**src/rtl/simd_pkg.sv**
```systemverilog
package simd_pkg;
  typedef enum logic [1:0] {
    ESZ_B8   = 2'b00,
    ESZ_B16  = 2'b01,
    ESZ_B32  = 2'b10,
    ESZ_B32X = 2'b11
  } esize_e;

  // number of byte slices that make up one lane
  function automatic int unsigned slices_per_lane(esize_e s);
    case (s)
      ESZ_B8:  return 1;
      ESZ_B16: return 2;
      default: return 4;
    endcase
  endfunction
endpackage

```
**src/rtl/lane_break_decode.sv**
```systemverilog
module lane_break_decode
  import simd_pkg::*;
#(
  parameter int NSEG = 16
) (
  input  esize_e          esize,
  output logic [NSEG-2:0] brk   // brk[k]: cut carry into slice k+1
);
  int unsigned spl;

  always_comb begin
    spl = slices_per_lane(esize);
    for (int k = 1; k < NSEG; k++) begin
      brk[k-1] = ((k & (spl - 1)) == 0);
    end
  end
endmodule

```
**src/rtl/seg_carry_adder.sv**
```systemverilog
module seg_carry_adder #(
  parameter int SEG_W = 8,
  parameter int NSEG  = 16,
  localparam int W    = SEG_W * NSEG
) (
  input  logic [W-1:0]    a,
  input  logic [W-1:0]    b,
  input  logic [NSEG-2:0] brk,
  output logic [W-1:0]    sum
);
  logic [NSEG-2:0] cout;

  for (genvar k = 0; k < NSEG; k++) begin : g_slice
    logic cin;
    if (k == 0) begin : g_first
      assign cin = 1'b0;
    end else begin : g_link
      assign cin = cout[k-1] & ~brk[k-1];
    end

    if (k == NSEG - 1) begin : g_top
      assign sum[k*SEG_W +: SEG_W] =
        a[k*SEG_W +: SEG_W] + b[k*SEG_W +: SEG_W] + SEG_W'(cin);
    end else begin : g_mid
      logic [SEG_W:0] part;
      assign part = {1'b0, a[k*SEG_W +: SEG_W]} + {1'b0, b[k*SEG_W +: SEG_W]}
                  + {{SEG_W{1'b0}}, cin};
      assign sum[k*SEG_W +: SEG_W] = part[SEG_W-1:0];
      assign cout[k] = part[SEG_W];
    end
  end
endmodule

```
**src/rtl/result_stage.sv**
```systemverilog
module result_stage #(
  parameter int W = 128
) (
  input  logic         clk,
  input  logic         rst,
  input  logic         in_valid,
  output logic         in_ready,
  input  logic [W-1:0] in_data,
  output logic         out_valid,
  input  logic         out_ready,
  output logic [W-1:0] out_data
);
  assign in_ready = ~out_valid | out_ready;

  always_ff @(posedge clk) begin
    if (rst) begin
      out_valid <= 1'b0;
    end else if (in_ready) begin
      out_valid <= in_valid;
    end
  end

  always_ff @(posedge clk) begin
    if (in_valid && in_ready) begin
      out_data <= in_data;
    end
  end

  AST_HOLD_STALL: assert property (@(posedge clk) disable iff (rst)
    out_valid && !out_ready |=> out_valid && $stable(out_data));
  AST_ACCEPT_LAT: assert property (@(posedge clk) disable iff (rst)
    in_valid && in_ready |=> out_valid);
  AST_RESET_CLR: assert property (@(posedge clk)
    rst |=> !out_valid);
  AST_DRAIN_FALL: assert property (@(posedge clk) disable iff (rst)
    out_valid && out_ready && !in_valid |=> !out_valid);
endmodule

```
**src/rtl/simd_lane_adder.sv**
```systemverilog
module simd_lane_adder
  import simd_pkg::*;
#(
  parameter int DATA_W = 128,
  parameter int SEG_W  = 8,
  localparam int NSEG  = DATA_W / SEG_W
) (
  input  logic              clk,
  input  logic              rst,
  input  logic              in_valid,
  output logic              in_ready,
  input  logic [DATA_W-1:0] op_a,
  input  logic [DATA_W-1:0] op_b,
  input  logic [1:0]        elem_size,
  output logic              res_valid,
  input  logic              res_ready,
  output logic [DATA_W-1:0] res_data
);
  esize_e            esz;
  logic [NSEG-2:0]   brk;
  logic [DATA_W-1:0] lane_sum;

  assign esz = esize_e'(elem_size);

  lane_break_decode #(.NSEG(NSEG)) u_dec (
    .esize (esz),
    .brk   (brk)
  );

  seg_carry_adder #(.SEG_W(SEG_W), .NSEG(NSEG)) u_add (
    .a   (op_a),
    .b   (op_b),
    .brk (brk),
    .sum (lane_sum)
  );

  result_stage #(.W(DATA_W)) u_out (
    .clk       (clk),
    .rst       (rst),
    .in_valid  (in_valid),
    .in_ready  (in_ready),
    .in_data   (lane_sum),
    .out_valid (res_valid),
    .out_ready (res_ready),
    .out_data  (res_data)
  );

  AST_BRK8: assert property (@(posedge clk) disable iff (rst)
    elem_size == 2'b00 |-> $countones(brk) == NSEG - 1);
  AST_BRK16: assert property (@(posedge clk) disable iff (rst)
    elem_size == 2'b01 |-> $countones(brk) == NSEG / 2 - 1);
  AST_BRK32: assert property (@(posedge clk) disable iff (rst)
    elem_size[1] |-> $countones(brk) == NSEG / 4 - 1);
endmodule

```
**config.mk**
```make
export PLATFORM = sky130hd
export DESIGN_NAME = simd_lane_adder
export DESIGN_NICKNAME = d
export VERILOG_FILES = /design/src/rtl/simd_pkg.sv /design/src/rtl/lane_break_decode.sv /design/src/rtl/seg_carry_adder.sv /design/src/rtl/result_stage.sv /design/src/rtl/simd_lane_adder.sv
export SDC_FILE = /design/constraint.sdc
export NUM_CORES = 1
export LEC_CHECK = 0
export BUFFER_PORTS_ARGS = -buffer_cell sky130_fd_sc_hd__buf_2
export CORE_AREA = 2 2 153 155
export CTS_BUF_LIST = sky130_fd_sc_hd__clkbuf_8
export CTS_CLUSTER_DIAMETER = 60
export CTS_CLUSTER_SIZE = 14
export DETAILED_ROUTE_END_ITERATION = 6
export DIE_AREA = 0 0 155 157
export PLACE_DENSITY_LB_ADDON = 0.1
export SLEW_MARGIN = 20
export SYNTH_ARGS = -nofsm -noshare
export SYNTH_HDL_FRONTEND = slang
export SYNTH_HIERARCHICAL = 1
export SYNTH_SLANG_ARGS = --single-unit
```
**constraint.sdc**
```tcl
create_clock -name clk -period 24.1 [get_ports clk]
set_clock_uncertainty 0.15 [all_clocks]
set_input_delay 3.615 -clock clk [delete_from_list [all_inputs] [get_ports clk]]
set_output_delay 3.615 -clock clk [all_outputs]
set_load 0.005 [all_outputs]
```
==> results of run 1 <==
[metal layers]
layer  vias up  global-route usage [%]  part of all wire, %
li1       3749                       -                    -
met1      3407                   21.54                   38
met2       263                   35.83                   51
met3        26                   6.222                  8.7
met4         2                   6.790                  1.7
met5         -                       0                0.045
[path summary, 6_finish.rpt]
path	startpoint	endpoint	slack, ps	cells after the start
worst max-delay path	op_a[64]	u_out/out_data[126]	8770	49
worst min-delay path	u_out/out_valid	u_out/out_valid	360	2
worst max register to register	u_out/out_valid	u_out/out_data[83]	21520	3
worst min register to register	u_out/out_valid	u_out/out_valid	360	2
[sequential cells by signal (all words and copies together), names as in the netlist]
signal / count
u_out/out_valid: 1
u_out/out_data: 128
[layout by cell type, fill, tap and decap left out, drive strengths merged, types with 22 or more instances in the layout]
master | Yosys | layout
edfxtp | 128 | 128
inv | 28 | 30
xnor2 | 48 | 48
nand3 | 22 | 22
fa | 31 | 31
nor2 | 37 | 37
ha | 114 | 114
buf | 8 | 392
a21oi | 93 | 93
a211oi | 29 | 29
o21ai | 32 | 32
xor2 | 30 | 30
nand2 | 34 | 34
[synthesized netlist by cell type (all sizes together) (2+ instances only)]
cell / count
nand3b: 4
o22ai: 4
a21boi: 3
a31oi: 4
and2: 2
nor4: 7
nand2: 34
a221o: 7
inv: 28
ha: 114
o211ai: 8
o21ai: 32
fa: 31
a211o: 8
xnor2: 48
buf: 8
a21oi: 93
o311ai: 2
xor2: 30
mux2i: 3
a211oi: 29
nor2: 37
nor3: 18
a221oi: 5
o21bai: 11
edfxtp: 128
nand3: 22
o21a: 6
nor2b: 19
nand2b: 4
a21o: 11
[power breakdown]
part | internal, W | switching (W)
logic | 0.0000950 | 0.000106
registers | 0.000289 | 0.00000669
clock network | 0.000126 | 0.0000920
total | 0.000510 | 0.000205
[area by class of cell]
class,instances,area share (%)
inverter,28,0.8977
sequential,129,33.00
antenna,3,0.06412
clock inverter,14,1.849
timing repair buffer,392,16.78
multi-input combinational,605,42.25
tap,285,3.046
clock buffer,18,2.116
[worst max-delay path, delay by kind of cell]
family,cells,cell delay [ps]
and+or+nand+nor,7,660
xor gates and xnor gates,1,80
AOI/OAI and AO/OA,24,3930
adders and majority gates,16,6970
buffers and inverters,1,110
[kinds of logic (layout without fill, tap and decap cells)]
family | Yosys count | after routing
adders and majority gates | 145 | 145
AOI/OAI and AO/OA | 226 | 226
other | 1 | 4
muxes | 3 | 3
xor gates and xnor gates | 78 | 78
buffers and inverters | 37 | 452
and+or+nand+nor | 152 | 152
DFF | 129 | 129
[stage by stage]
stage,power [W],worst slack (ps),hold slack (ps),std cells
floorplan,0.0004198,9692,349.9,771
global placement,0.0005009,8619,345.1,1439
detailed placement,0.0005034,8376,345.9,1439
CTS,0.0007245,8809,355.5,1471
global route,0.0007589,7973,372.4,1474
finish,0.0007147,8773,356.0,1474
==> impl_metrics.toml, run 1 <==
[outcome]
outcome = "finished clean"

[timing]
fmax_ghz = 0.06525
tns_ps = 0
slew_violations = 0
fin_crit_ps = 15330
setup_viol = 0
tightest_slew_ps = 1023
min_period_over_period_pct = 63.60
timing.slew.headroom_pct = 31.83
rsz0062_at_grt = "false"
hold_violations = 0

[layout]
nNetsFinal = 1580
area_growth_pct = 30.39
fin_util_pct = 52.03
fillers = 2108
fin_area_sq_um = 11710
final_layout_size_suffix_gt1_share_pct = 36.09
layout.area.seq_sq_um = 3864
multi_input_comb_area_sq_um = 4946

[synthesis]
synth_area_leaders = "edfxtp_1 (43%), ha_1 (16%), fa_1 (6.9%), a21oi_1 (5.0%), xnor2_1 (4.7%)"
synth_top_family_by_area = "adder cells"
synth_nets = 1178
synth_xor_area_share_pct = 7.609
syn_inst = 771
syn_area_sq_um = 8979
synth_cell_types = 46
synth-simple-area-share_pct = 8.347
avgSynthCellArea_sq_um = 11.65
synthMuxAreaShare_pct = 0.3344
synth-seq-cells = 129
yosysTopAreaCell = "edfxtp_1"
ys_seq_area_share_pct = 43.03
synthAdderAreaFrac_pct = 22.80
synth_top_area_share_pct = 42.81
synth_compound_area_share_pct = 15.96
synth_warnings = 6
synth-async-reset-ratio_pct = 0
synth-main-ff-cell = "edfxtp_1"
synth_edf_count = 128

[routing]
routed_via_density = 5.052
postRouteAntennaNets = 0
wirelength_microns = 24470
dr_total_vias = 7447
dr.pass1.iters = 4
avgRoutedWirePerCell_microns = 16.60
drtIter0Drc = 264
drc = 0

[clock_tree]
cts_tree = "done"
clock_sinks = 129
cts_buffer_depth = 2
clk_latency_ps = 440
postCtsSetupBuffers = 0
clkTransAtPathRegs_ps = 90
cts_inserted_buffers = 17
hold_buffers = 0
htree_levels = 4
cts_root_buf = "clkbuf_8"
post_cts_resized = 0

[floorplan]
pin_count = 392
die_w_microns = 155
start_util_pct = 39.90
dieHeight_microns = 157
num_rows = 55
coreArea_sq_um = 22500
dieArea_sq_um = 24340

[global_route]
antenna_found_initial = 5
grt_max_degree = 74
grt_pass1_vias = 7296
grt_overflow = 0
grt_usage_pct = 19.63
grt_pass1_wl_microns = 36670

[job]
drv_cap = 0

[setup_path]
start_kind = "input pin"
cp_common_cell = "fa_1"
crit_path_end_kind = "flop"
slowest_stage = "fa_1"
arrival_ps = 15370
cp_data_required_time_ps = 24140
crit_type = "in2reg"
slowest_delay_ps = 470
cp_max_fo = 3

[place]
routabilityCongestion = 0.8486
place_area_sq_um = 11240
dp_hpwl_microns = 20430
port_buffers = 391

[pwr]
max-vdd-ir-drop_uv = 32.65
power_density_nw_per_um2 = 61.05
leakagePower_nw = 5.281

[min_path]
hp-class = "reg2reg"
Note: power is estimated with default switching activity, not from simulation.
==> run 2, diff against run 1 <==
clock period = 13.7 ns   (was 24.1 ns; I/O delays follow)
==> impl_metrics.toml, run 2 (same netlist as run 1, synthesis figures left out) <==
[min_path]
hp-class = "reg2reg"

[pwr]
power_density_nw_per_um2 = 104.1
leakagePower_nw = 5.303
max-vdd-ir-drop_uv = 56.37

[routing]
postRouteAntennaNets = 0
wirelength_microns = 24400
drtIter0Drc = 261
dr_total_vias = 7541
dr.pass1.iters = 5
routed_via_density = 5.082
avgRoutedWirePerCell_microns = 16.44
drc = 0

[place]
routabilityCongestion = 0.8361
port_buffers = 391
pre_cts_slack_ps = -88.12
dp_hpwl_microns = 20360

[setup_path]
arrival_ps = 12990
cp_max_fo = 3
critPathTopFamily = "adder cells"
slowest_delay_ps = 450
critPathBufInv = 1
crit_type = "in2reg"
cp_common_cell = "fa_1"
crit_path_end_kind = "flop"
start_kind = "input pin"
slowest_stage = "fa_1"
cp_data_required_time_ps = 13740

[floorplan]
coreArea_sq_um = 22500
die_w_microns = 155
pin_count = 392
dieArea_sq_um = 24340
num_rows = 55
start_util_pct = 39.90
dieHeight_microns = 157

[layout]
area_growth_pct = 31.31
mostFrequentLayoutCell = "buf_2"
top_register = "u_out/out_data"
largest_register_ffs = 128
mostFrequentLayoutCells = "buf_2 (391), edfxtp_1 (128), ha_1 (114)"
final_layout_size_suffix_gt1_share_pct = 37.94
reg_top3 = "u_out/out_data x128, u_out/out_valid x1"
nNetsFinal = 1588

[clock_tree]
htree_levels = 4
clock_sinks = 129
cts_root_buf = "clkbuf_8"
clk_latency_ps = 440
clkTransAtPathRegs_ps = 80
post_cts_resized = 0
postCtsSetupBuffers = 0
hold_buffers = 0
cts_tree = "done"
cts_buffer_depth = 2
cts_inserted_buffers = 17

[timing]
hold_violations = 0
timing.slew.headroom_pct = 40.31
tightest_slew_ps = 895.3
fin_crit_ps = 12950
slew_violations = 0
postLayoutSetupSlackWorst_ps = 750.9
setup_viol = 0
hold-worst-slack_ps = 351.9
min_period_over_period_pct = 94.52
fmax_ghz = 0.07723

[global_route]
grt_max_degree = 68
grt_overflow = 0
antenna_found_initial = 8
grt_usage_pct = 19.74
grt_pass1_wl_microns = 36960
grt_pass1_vias = 7420

[job]
drv_cap = 0

[outcome]
outcome = "finished clean"
## run 2: changes by cell type in the layout (fill, tap and decap cells not counted)
cell       previous run  this run
a21oi_2               2        13
bufinv_16             5         3
diode_2               3         5
inv_6                 0         2
buf_4                 1         9
a21oi_1              90        79
a31oi_2               0         3
fa_2                  0         3
fa_1                 31        28
a31oi_1               4         1
clkinv_4              5         3
clkinv_2              0         2
## run 2: metrics by stage
| step | area (sq um) | cells | total power, W | util (%) | setup TNS (ps) |
|---|---|---|---|---|---|
| floorplan | 8979 | 771 | 0.0007384 | - | 0 |
| global placement | 11300 | 1447 | 0.0008849 | 50.20 | 0 |
| detailed placement | 11300 | 1447 | 0.0008883 | 50.20 | -88.12 |
| CTS | 11710 | 1479 | 0.001241 | 52.04 | 0 |
| global route | 11790 | 1483 | 0.001306 | 52.38 | -15.13 |
| finish | 11790 | 1484 | 0.001228 | 52.39 | 0 |
## run 2: layer usage
metal,global-route usage [%],share of wire [%],wire [microns]
met1,21.76,39,9397
met2,34.48,50,12200
met3,7.847,8.8,2158
met4,7.275,2.5,601
met5,0,0.19,46
## run 2: final timing paths
check,start,endpoint,slack [ps],cells after the start
setup / recovery,op_a[64],u_out/out_data[126],750,49
hold / removal,u_out/out_valid,u_out/out_valid,350,2
setup reg to reg,u_out/out_valid,u_out/out_data[65],11180,3
hold reg to reg,u_out/out_valid,u_out/out_valid,350,2
## run 2: area by class of cell
cell class / instances / area (sq um)
diodes: 5 / 12.51
clock buffers: 18 / 247.7
clock inverters: 14 / 166.4
fillers: 2099 / 10710
inverters: 28 / 105.1
multi-input cells: 605 / 5014
flip-flops and latches: 129 / 3864
well taps: 285 / 356.6
repair buffers: 400 / 2024
## run 2: power breakdown
part	total (W)	switching, W	internal (W)
registers	0.000519	0.0000117	0.000508
logic	0.000362	0.000189	0.000172
clock network	0.000346	0.000162	0.000185
total	0.00123	0.000363	0.000865
## run 2: worst min-delay path, delay by kind of cell, from the launching register on
kind             cells  cell delay, ps
AO/OA/AOI/OAI        1              50
flip-flops           1             340
AND/OR/NAND/NOR      1              80
